`src/rtl/sp_bitclk_pkg.sv`:
```
package sp_bitclk_pkg;

  // Ticks spent high for divide value d (d > 0); 0 means bypass.
  function automatic int unsigned hi_ticks(input int unsigned d);
    if (d == 0) return 0;
    if (d[0]) return (d + 1) / 2;
    return d / 2 + 1;
  endfunction

  // Ticks spent low for divide value d (d > 0).
  function automatic int unsigned lo_ticks(input int unsigned d);
    if (d == 0) return 0;
    if (d[0]) return (d + 1) / 2;
    return d / 2;
  endfunction

endpackage

```
`src/rtl/sp_bitclk_tick_src.sv`:
```
module sp_bitclk_tick_src #(
  parameter int SYNC_STAGES = 2
) (
  input  logic clk,
  input  logic rst,
  input  logic src_int,
  input  logic ext_clk,
  output logic tick,
  output logic ext_lvl
);
  localparam int LAST = SYNC_STAGES - 1;

  logic [SYNC_STAGES-1:0] sync_q;
  logic                   ext_prev;
  logic                   half_ph;
  logic                   ext_tick;

  // synchronizer chain on the external pin
  for (genvar i = 0; i < SYNC_STAGES; i++) begin : g_sync
    if (i == 0) begin : g_first
      always_ff @(posedge clk) begin
        if (rst) sync_q[0] <= 1'b0;
        else     sync_q[0] <= ext_clk;
      end
    end else begin : g_next
      always_ff @(posedge clk) begin
        if (rst) sync_q[i] <= 1'b0;
        else     sync_q[i] <= sync_q[i-1];
      end
    end
  end

  assign ext_lvl = sync_q[LAST];

  always_ff @(posedge clk) begin
    if (rst) begin
      ext_prev <= 1'b0;
      half_ph  <= 1'b0;
    end else begin
      ext_prev <= ext_lvl;
      half_ph  <= ~half_ph;
    end
  end

  assign ext_tick = ext_lvl & ~ext_prev;
  assign tick     = src_int ? half_ph : ext_tick;

endmodule

```
`src/rtl/sp_bitclk_div_core.sv`:
```
module sp_bitclk_div_core
  import sp_bitclk_pkg::*;
#(
  parameter int DIV_W = 8
) (
  input  logic             clk,
  input  logic             rst,
  input  logic             tick,
  input  logic             src_int,
  input  logic             ext_lvl,
  input  logic [DIV_W-1:0] div_val,
  output logic             bclk,
  output logic [DIV_W-1:0] div_act,
  output logic             core_rise
);
  localparam int CNT_W = DIV_W;
  localparam logic [DIV_W-1:0] DIV_RST = DIV_W'(1);

  logic [CNT_W-1:0] cnt, nxt_cnt;
  logic [DIV_W-1:0] nxt_div;
  logic             nxt_bclk;
  logic             bypass;

  assign bypass = (div_act == '0);

  always_comb begin
    nxt_bclk = bclk;
    nxt_cnt  = cnt;
    nxt_div  = div_act;
    if (bypass) begin
      nxt_bclk = src_int ? ~bclk : ext_lvl;
    end else if (tick) begin
      if (cnt <= CNT_W'(1)) begin
        if (bclk) begin
          nxt_bclk = 1'b0;
          nxt_cnt  = CNT_W'(lo_ticks(int'(div_act)));
        end else begin
          nxt_bclk = 1'b1;
        end
      end else begin
        nxt_cnt = cnt - CNT_W'(1);
      end
    end
    core_rise = nxt_bclk & ~bclk;
    if (core_rise) begin
      nxt_div = div_val;
      nxt_cnt = CNT_W'(hi_ticks(int'(div_val)));
    end
  end

  always_ff @(posedge clk) begin
    if (rst) begin
      bclk    <= 1'b0;
      cnt     <= '0;
      div_act <= DIV_RST;
    end else begin
      bclk    <= nxt_bclk;
      cnt     <= nxt_cnt;
      div_act <= nxt_div;
    end
  end

endmodule

```
`src/rtl/sp_bitclk_edge_out.sv`:
```
module sp_bitclk_edge_out (
  input  logic clk,
  input  logic rst,
  input  logic bclk,
  input  logic pol_inv,
  output logic bclk_pol,
  output logic rise_stb,
  output logic fall_stb
);
  logic pol_q;

  assign bclk_pol = bclk ^ pol_inv;

  always_ff @(posedge clk) begin
    pol_q <= bclk_pol;
  end

  assign rise_stb = ~rst & bclk_pol & ~pol_q;
  assign fall_stb = ~rst & ~bclk_pol & pol_q;

endmodule

```
`src/rtl/sp_bitclk_gen.sv`:
```
module sp_bitclk_gen #(
  parameter int DIV_W       = 8,
  parameter int SYNC_STAGES = 2
) (
  input  logic             clk,
  input  logic             rst,
  input  logic             src_int,
  input  logic             ext_clk,
  input  logic [DIV_W-1:0] div_val,
  input  logic             pol_inv,
  output logic             bclk,
  output logic             bclk_pol,
  output logic             rise_stb,
  output logic             fall_stb
);
  logic             tick;
  logic             ext_lvl;
  logic             core_rise;
  logic [DIV_W-1:0] div_act;

  sp_bitclk_tick_src #(.SYNC_STAGES(SYNC_STAGES)) u_src (
    .clk     (clk),
    .rst     (rst),
    .src_int (src_int),
    .ext_clk (ext_clk),
    .tick    (tick),
    .ext_lvl (ext_lvl)
  );

  sp_bitclk_div_core #(.DIV_W(DIV_W)) u_core (
    .clk       (clk),
    .rst       (rst),
    .tick      (tick),
    .src_int   (src_int),
    .ext_lvl   (ext_lvl),
    .div_val   (div_val),
    .bclk      (bclk),
    .div_act   (div_act),
    .core_rise (core_rise)
  );

  sp_bitclk_edge_out u_out (
    .clk      (clk),
    .rst      (rst),
    .bclk     (bclk),
    .pol_inv  (pol_inv),
    .bclk_pol (bclk_pol),
    .rise_stb (rise_stb),
    .fall_stb (fall_stb)
  );

endmodule

```
`config.mk`:
```
export PLATFORM = sky130hd
export DESIGN_NAME = sp_bitclk_gen
export DESIGN_NICKNAME = d
export VERILOG_FILES = /design/src/rtl/sp_bitclk_pkg.sv /design/src/rtl/sp_bitclk_tick_src.sv /design/src/rtl/sp_bitclk_div_core.sv /design/src/rtl/sp_bitclk_edge_out.sv /design/src/rtl/sp_bitclk_gen.sv
export SDC_FILE = /design/constraint.sdc
export NUM_CORES = 1
export LEC_CHECK = 0
export ABC_AREA = 1
export BUFFER_PORTS_ARGS = -buffer_cell sky130_fd_sc_hd__buf_2
export CORE_MARGIN = 1
export CORE_UTILIZATION = 40
export DETAILED_ROUTE_END_ITERATION = 10
export PLACE_DENSITY = 0.55
export REMOVE_ABC_BUFFERS = 1
export SKIP_LAST_GASP = 1
export SYNTH_ARGS = -nofsm -noshare
export SYNTH_HDL_FRONTEND = slang
export SYNTH_HIERARCHICAL = 1
export SYNTH_SLANG_ARGS = --single-unit
```
`constraint.sdc`:
```
create_clock -name clk -period 2.1 [get_ports clk]
set_input_delay 0.105 -clock clk [delete_from_list [all_inputs] [get_ports clk]]
set_output_delay 0.105 -clock clk [all_outputs]
set_load 0.05 [all_outputs]
```
Word-level counts from Yosys, hierarchy flattened. Cells that the tools add are included.

Add/sub/neg operators: 4. Magnitude comparators: 1. Equality and inequality tests: 2. Mux-type cells: 32. Bitwise operators: 13. Reduce and logical (&&, ||, !) cells: 4.

Operators by type and width (count): $mux 8 (11); $mux 1 (21); $add 8x1->9 const B (2); $logic_not 8->1 (2); $add 7x1->8 const B (1); $le 8x1->1 const B (1); $sub 8x1->8 const B (1); $and 1x1->1 (6); $not 1->1 (6); $ne 3x2->1 const B (1); $reduce_and 3->1 (1); $ne 2x2->1 const B (1); $reduce_bool 2->1 (1); $xor 1x1->1 (1).

Register bits: 22. Input bits: 13. Word-level logic and storage cells: 64.

Depth between registers and ports, before layout. Gate-level depths: netlist of run 1.

Word-level depth: 17. Gate-level depth with buffers: 14. Depth with buffers taken out: 14.

Cells and area by module. The synthesis of run 1 kept the hierarchy.

Modules (own cells, without submodules): sp_bitclk_div_core (instances 1, cells each 218, area an instance 1360.1 um^2); sp_bitclk_tick_src (instances 1, cells each 16, area an instance 126.4 um^2); sp_bitclk_edge_out (instances 1, cells each 14, area an instance 76.3 um^2).

Worst setup path after synthesis of run 1. OpenSTA, ideal clock, no wires.

Path type: reg-to-reg. Start point: register u_core.bclk. End point: register u_core.cnt[1]. Setup time: 70 ps. Arrival time: 1674 ps. Setup slack: 356 ps. Stages on the path, launching flop included: 8. Buffers on the path: 1. Cells stage by stage: dfxtp_1 > inv_1 > nand3_1 > nand3_2 > nand3_4 > buf_6 > o21ai_0 > a21oi_1.

Longest elaborated chain between the ends: 7. Elaborated cells on any way between the ends: 12. Those cells by class: eq/ne: 2; mux: 6; bitwise: 2; reduce/logical: 2.

RTL lines: from (decl) (RTL line sp_bitclk_div_core.sv:12) `output logic bclk,`; from (signal assigned) (RTL line sp_bitclk_div_core.sv:57) `bclk <= nxt_bclk;`; $mux 1 (RTL line sp_bitclk_div_core.sv:34) `if (bclk) begin`; $mux 1 (RTL line sp_bitclk_div_core.sv:33) `if (cnt <= CNT_W'(1)) begin`; $mux 1 (RTL line sp_bitclk_div_core.sv:32) `end else if (tick) begin`; $mux 1 (RTL line sp_bitclk_div_core.sv:30) `if (bypass) begin`; $and 1x1->1 (RTL line sp_bitclk_div_core.sv:44) `core_rise = nxt_bclk & ~bclk;`; $ne 3x2->1 (no line), or another cell as far along; $reduce_and 3->1 (no line); to (signal assigned) (RTL line sp_bitclk_div_core.sv:58) `cnt <= nxt_cnt;`; to (decl) (RTL line sp_bitclk_div_core.sv:19) `logic [CNT_W-1:0] cnt, nxt_cnt;`.

Parallel ways exist; a longest one is shown, timed or not. A chain may end at the register's enable or synchronous reset.

Worst setup path in the final report of run 1.
Start point: register u_core.cnt[0]. End point: register u_core.cnt[2].

Longest elaborated chain between the ends: 7. Elaborated cells on any way between the ends: 14. Those cells by class: add/sub: 1; order compare: 1; eq/ne: 2; mux: 7; bitwise: 1; reduce/logical: 2.

RTL lines (RTL line): $le 8x1->1 (sp_bitclk_div_core.sv:33); $mux 1 (sp_bitclk_div_core.sv:33); $mux 1 (sp_bitclk_div_core.sv:32); $mux 1 (sp_bitclk_div_core.sv:30); $and 1x1->1 (sp_bitclk_div_core.sv:44); $ne 3x2->1 (no line), or another cell as far along; $reduce_and 3->1 (no line).

Parallel ways exist; a longest one is shown, timed or not. The select of a mux whose other input is x is not followed.

==> qor.yml, run 1 <==
cts_root_buffer: "clkbuf_8"
overflow: 0
rr_worst_depth: 13
end_kind: "flip-flop"
antenna_found_initial: 0
globalplace.congestion: 0.852
synth_flop_cell: "dfxtp_1"
power_density_mw_per_mm2: 1510
path_common_cell: "nand2_1"
die_h_um: 64.5
worstPathCellList: "inv_1 -> ha_2 -> inv_2 -> nand2_1 -> nand2_1 -> nor2_1 -> buf_4 -> inv_1 -> a21oi_1 -> o21ai_0 -> nand3_1 -> nand2_1 -> a21oi_1"
dieArea_sq_mm: 0.00416
drc_errors: 0
viasPerCell: 4.90
yosysTopAreaCell: "dfxtp_1"
cpPeakStageDelay_ps: 340
setup_viol: 0
rsz0062_at_grt: "false"
avgSynthCellArea_sq_um: 6.30
fmax_ghz: 0.527
first_global_vias: 1433
synth_seq_area_share: 0.282
setup_tns_ps: 0
dp_hpwl_um: 2890
leakagePower_nw: 0.833
vdd_drop_max_uv: 647
n_fill_cell: 411
endpoint: "u_core/cnt[2]$_SDFFE_PP0P_"
hold_slack_ps: 39.4
syn_inst: 248
numPortBuffers: 16
drtAntennaViolNets: 0
p_total_w: 0.00264
grt_max_degree: 25
synth_top_area_share: 0.282
routed_wl_um: 3860
min_period_ps: 1900
drv_cap: 0
cts.htree.levels: 1
vias: 1538
cts.sinks: 22
ys_top_cells_by_area: "dfxtp_1 28%, nand2_1 12%, inv_1 11%"
drt_iter0_drc: 81
min_path_type: "input pin to flip-flop"
multi_input_area_sq_um: 927
yosysWarnings: 6
regToRegStartpoint: "u_core/cnt[0]$_SDFFE_PP0P_"
cp_max_fo: 11
final-max-slew-violation-count: 0
nets: 285
crit_path_start_kind: "flip-flop"
grt_pass1_wl_um: 6560
ys_async_sr_fraction: 0
wl_per_cell_um: 12.3
numCtsBuffers: 3
row_count: 22
fin_skew_ps: 1.99
gr-usage-all-layers: 0.202
synth.distinct_cells: 29
max-clock-path-buffers: 2
cts_tree: "yes"
synth-seq-cells: 22
crit_slowest_cell: "dfxtp_1"
path_class: "flip-flop to flip-flop"
num_antenna_cells: 0
worstMarginPinSlew_ps: 419
crit_path_start: "u_core/cnt[0]$_SDFFE_PP0P_"
status: "complete, no violations"
core-area_sq_mm: 0.00372
final-seq-area_sq_um: 440
drive_gt1_frac: 0.143
worstPathArrival_ps: 2100
clk_pin_slew_ps: 80
area_delta_synth_final_pct: 11.8
crit_required_ps: 2300
r2r_setup_slack_ps: 200
post-route-period-util: 0.903
io_pins: 17
clk_latency_ps: 260
final_hold_viol_count: 0
synth_edf_count: 0
die_w_um: 64.5
cts_setup_buffers: 0
synth_area_sq_mm: 0.00156
dr.pass1.iters: 4
worst_r2r_endpoint: "u_core/cnt[2]$_SDFFE_PP0P_"
start_util: 0.421
slew_headroom: 0.720
[stage by stage]
stage | util | instance area, sq um | setup WS (ps) | std cells
2_1_floorplan | - | 1530 | 110 | 244
3_3_place_gp | 0.452 | 1680 | 222 | 309
3_5_place_dp | 0.452 | 1680 | 178 | 309
4_1_cts | 0.467 | 1730 | 160 | 313
5_1_grt | 0.470 | 1750 | 4.60 | 314
6_report | 0.470 | 1750 | 203 | 314
[what timing repair did]
action | 4_1_cts | 5_1_grt
setup endpoints to repair | 0 | 9
gates resized for setup | 0 | 1
hold buffers | 0 | 0
[flip-flops by register name, summed over array words and instances, names as in the netlist]
signal          cells
u_out/pol_q         1
u_src/ext_prev      1
u_src/ext_lvl       1
u_core/bclk         1
u_src/sync_q        1
u_src/half_ph       1
u_core/div_act      8
u_core/cnt          8
[cell usage in the layout, fill, tap and decap left out]
| master | n |
|---|---|
| nor3_1 | 3 |
| o21ai_0 | 18 |
| o21ai_1 | 7 |
| nand3_2 | 3 |
| xor2_1 | 6 |
| nor2_2 | 2 |
| buf_2 | 16 |
| a21oi_2 | 1 |
| nor2_1 | 28 |
| a31oi_1 | 1 |
| nor2_4 | 2 |
| nand3_4 | 1 |
| or2_0 | 1 |
| dfxtp_1 | 22 |
| nand2_1 | 49 |
| inv_2 | 3 |
| a21oi_1 | 16 |
| inv_1 | 44 |
| nand2_2 | 2 |
| ha_1 | 4 |
| o211ai_1 | 1 |
| buf_4 | 1 |
| a211oi_2 | 1 |
| clkbuf_8 | 4 |
| o22ai_2 | 1 |
| nand3_1 | 22 |
| nand4_1 | 4 |
| ha_2 | 1 |
| nand3b_1 | 1 |
| xnor2_1 | 1 |
[worst max-delay path: cells and delay by family (launching register included)]
family	cells	cell delay, ps
buffers and inverters	4	520
AOI/OAI and AO/OA	3	380
and+or+nand+nor	5	370
DFF	1	340
adders and majority gates	1	230
[power by group]
group / internal, W / switching, W / total, W / leakage (nW)
registers: 0.000542 / 0.000131 / 0.000674 / 0.181
logic: 0.000541 / 0.00112 / 0.00166 / 0.623
clock network: 0.000167 / 0.000143 / 0.000311 / 0.0288
[Yosys cell counts (2+ instances only)]
cell and instances:
buf_6 2, ha_1 5, nor2_4 2, nand4_1 4, o21ai_0 18, nor2_1 28
nor3_1 3, a21oi_1 16, inv_1 44, nand3_2 2, dfxtp_1 22, o21ai_1 7
xor2_1 6, nand3_1 22, nand2_2 2, nor2_2 2, nand2_1 49, inv_2 3
[logic make-up after synthesis]
kind of cell    synth area share
simple gates               0.344
buf+inv                    0.133
compound gates             0.162
flops                      0.282
xor+xnor                  0.0392
fa+ha+maj                 0.0400
[worst min path at each step]
| stage | start | end | slack, ps | cells past startpoint |
|---|---|---|---|---|
| 2_1_floorplan | rst | u_src/half_ph$_SDFF_PP0_ | 170 | 1 |
| 3_5_place_dp | ext_clk | u_src/sync_q[0]$_SDFF_PP0_ | 320 | 3 |
| 4_1_cts | ext_clk | u_src/sync_q[0]$_SDFF_PP0_ | 30 | 3 |
| 6_report | ext_clk | u_src/sync_q[0]$_SDFF_PP0_ | 40 | 3 |
| 5_1_grt | ext_clk | u_src/sync_q[0]$_SDFF_PP0_ | 20 | 3 |
| 3_3_place_gp | ext_clk | u_src/sync_q[0]$_SDFF_PP0_ | 310 | 3 |
[layer usage]
metal	GRT usage	wire length, um	up-vias	part of all wire
met3	0.0282	126	6	0.033
met5	0	0	-	0
met2	0.320	1700	25	0.44
met4	0.0639	70	0	0.018
met1	0.280	1960	677	0.51
li1	-	-	830	-
[final cells by class]
class,instances,area share
multi-input cells,176,0.531
flip-flops and latches,22,0.252
inverters,47,0.101
repair buffers,17,0.0501
well taps,48,0.0344
clock buffers,4,0.0315
Power figures use the tool's default switching activity.
==> run 2: changes to the inputs <==
ABC_AREA = default   (was 1)
==> qor.yml, run 2 <==
crit_slowest_cell: "or3_4"
start_util: 0.422
max-clock-path-buffers: 2
avgSynthCellArea_sq_um: 8.07
setup_viol: 0
die_h_um: 61.8
clk_pin_slew_ps: 120
io_pins: 17
gr-usage-all-layers: 0.220
first_global_vias: 1285
ys_async_sr_fraction: 0
cts_tree: "yes"
numPortBuffers: 16
placed_area_sq_mm: 0.00164
drt_iter0_drc: 67
utilization: 0.509
synth_edf_count: 0
clk_latency_ps: 310
power_density_mw_per_mm2: 1430
top_layer: "met4"
grt_pass1_wl_um: 6050
globalplace.congestion: 0.849
status: "complete, no violations"
fmax_ghz: 0.501
cts.sinks: 22
grt_max_degree: 24
ys_top_cells_by_area: "dfxtp_1 31%, nand3_1 4.9%, ha_1 4.4%"
drive_gt1_frac: 0.257
synth_top_area_share: 0.308
stdcell_area_sq_mm: 0.00173
drtAntennaViolNets: 0
slew_headroom: 0.698
antenna_found_initial: 0
routed_wl_um: 3680
hold_slack_ps: 18.3
worstMarginPinSlew_ps: 453
leakagePower_nw: 0.680
dp_cells: 246
min_path_type: "input pin to flip-flop"
final_hold_viol_count: 0
wl_met2_um: 1760
dr_wl_met3_um: 122
largestRegisters: "u_core/cnt: 8 flops, u_core/div_act: 8 flops"
path_class: "flip-flop to flip-flop"
mostFrequentLayoutCells: "21 x dfxtp_1, 16 x buf_2, 15 x buf_4, 14 x nand3_1, 13 x nor2_1"
worstPathArrival_ps: 2190
dr.pass1.iters: 4
cts_root_buffer: "clkbuf_4"
worstPathCellList: "or3_1 -> or3_4 -> o21a_2 -> nor3_1 -> a211oi_1"
crit_required_ps: 2290
yosysWarnings: 6
nets: 225
row_count: 21
syn_inst: 177
num_antenna_cells: 0
vias: 1374
area_delta_synth_final_pct: 20.8
r2r_setup_slack_ps: 100
min_period_ps: 2000
cp_max_fo: 10
synth_area_sq_mm: 0.00143
cpPeakStageDelay_ps: 440
drv_cap: 0
end_kind: "flip-flop"
core-area_sq_mm: 0.00339
dp_hpwl_um: 2840
final-max-slew-violation-count: 0
drt-met1-wl_um: 1760
synth-seq-cells: 22
synth.distinct_cells: 56
post-route-period-util: 0.951
synth_seq_area_share: 0.308
synth_flop_cell: "dfxtp_1"
wl_per_cell_um: 14.6
dieArea_sq_mm: 0.00381
n_fill_cell: 336
numCtsBuffers: 3
overflow: 0
pre_cts_ws_ps: -30.9
viasPerCell: 5.45
die_w_um: 61.8
synth.most_common_cell: "dfxtp_1"
final_cell_count_no_fill: 252
cts_setup_buffers: 0
drc_errors: 0
mostFrequentLayoutCell: "dfxtp_1"
fin_skew_ps: 3.34
setup_slack_ps: 103
cts.htree.levels: 1
vdd_drop_max_uv: 981
synthTopCellsByCount: "22 x dfxtp_1, 14 x nand3_1, 14 x nor2_1"
crit_path_start_kind: "flip-flop"
rsz0062_at_grt: "true"
yosysTopAreaCell: "dfxtp_1"
## run 2: cell types whose count changed in the layout (fill, tap and decap cells not counted), moves of 4 or more
cell	before	now
buf_4	1	15
nor2_1	28	13
a211oi_1	0	6
o21ai_0	18	1
nand3_1	22	14
xnor2_1	1	5
inv_1	44	6
nand2_1	49	10
a21oi_1	16	11
## run 2: metal layers
metal  track usage  vias to the layer above
met4        0.0730                        0
li1              -                      708
met5             0                        -
met3        0.0352                        4
met1         0.306                      635
met2         0.349                       27
## run 2: metrics by stage
stage	total power (W)	setup TNS [ps]
6_report	0.00248	0
5_1_grt	0.00268	-58.4
4_1_cts	0.00244	0
3_5_place_dp	0.00217	-30.9
3_3_place_gp	0.00216	0
2_1_floorplan	0.00169	-1370
## run 2: power by group
group          internal [W]  leakage, nW  switching [W]
registers          0.000538        0.180       0.000106
logic              0.000664        0.479       0.000931
clock network      0.000106       0.0210       0.000130
total               0.00131        0.680        0.00117
## run 2: cell families after synthesis
| family | Yosys count | synth area share |
|---|---|---|
| fa+ha+maj | 5 | 0.0438 |
| flops | 22 | 0.308 |
| buf+inv | 16 | 0.0499 |
| simple gates | 71 | 0.267 |
| mux | 2 | 0.0140 |
| xor+xnor | 12 | 0.0736 |
| compound gates | 49 | 0.243 |
## run 2: worst paths after layout
path | endpoint | cells past startpoint | start
min reg2reg | u_src/half_ph$_SDFF_PP0_ | 1 | u_src/half_ph$_SDFF_PP0_
max reg2reg | u_core/cnt[4]$_SDFFE_PP0P_ | 5 | u_core/cnt[4]$_SDFFE_PP0P_
min | u_out/pol_q$_DFF_P_ | 2 | pol_inv
max | u_core/cnt[4]$_SDFFE_PP0P_ | 5 | u_core/cnt[4]$_SDFFE_PP0P_
## run 2: final cells by class
class / count / area, sq um / share of cell area
well taps: 46 / 57.6 / 0.0334
inverters: 8 / 30.0 / 0.0174
clock buffers: 4 / 36.3 / 0.0210
repair buffers: 33 / 213 / 0.123
multi-input cells: 139 / 947 / 0.549
flip-flops and latches: 22 / 442 / 0.256
## run 2: repair_timing
action	CTS	global route
endpoints found under the setup margin	2	5
gates cloned	0	0
hold buffers	1	1
endpoints found under the hold margin	1	1
pin swaps	0	0
gates resized for setup	2	8
## run 2: critical path: cells and delay by family (launching register included)
kind	cells	cell delay (ps)
AOI/OAI and AO/OA	2	390
DFF	1	360
and+or+nand+nor	3	1130
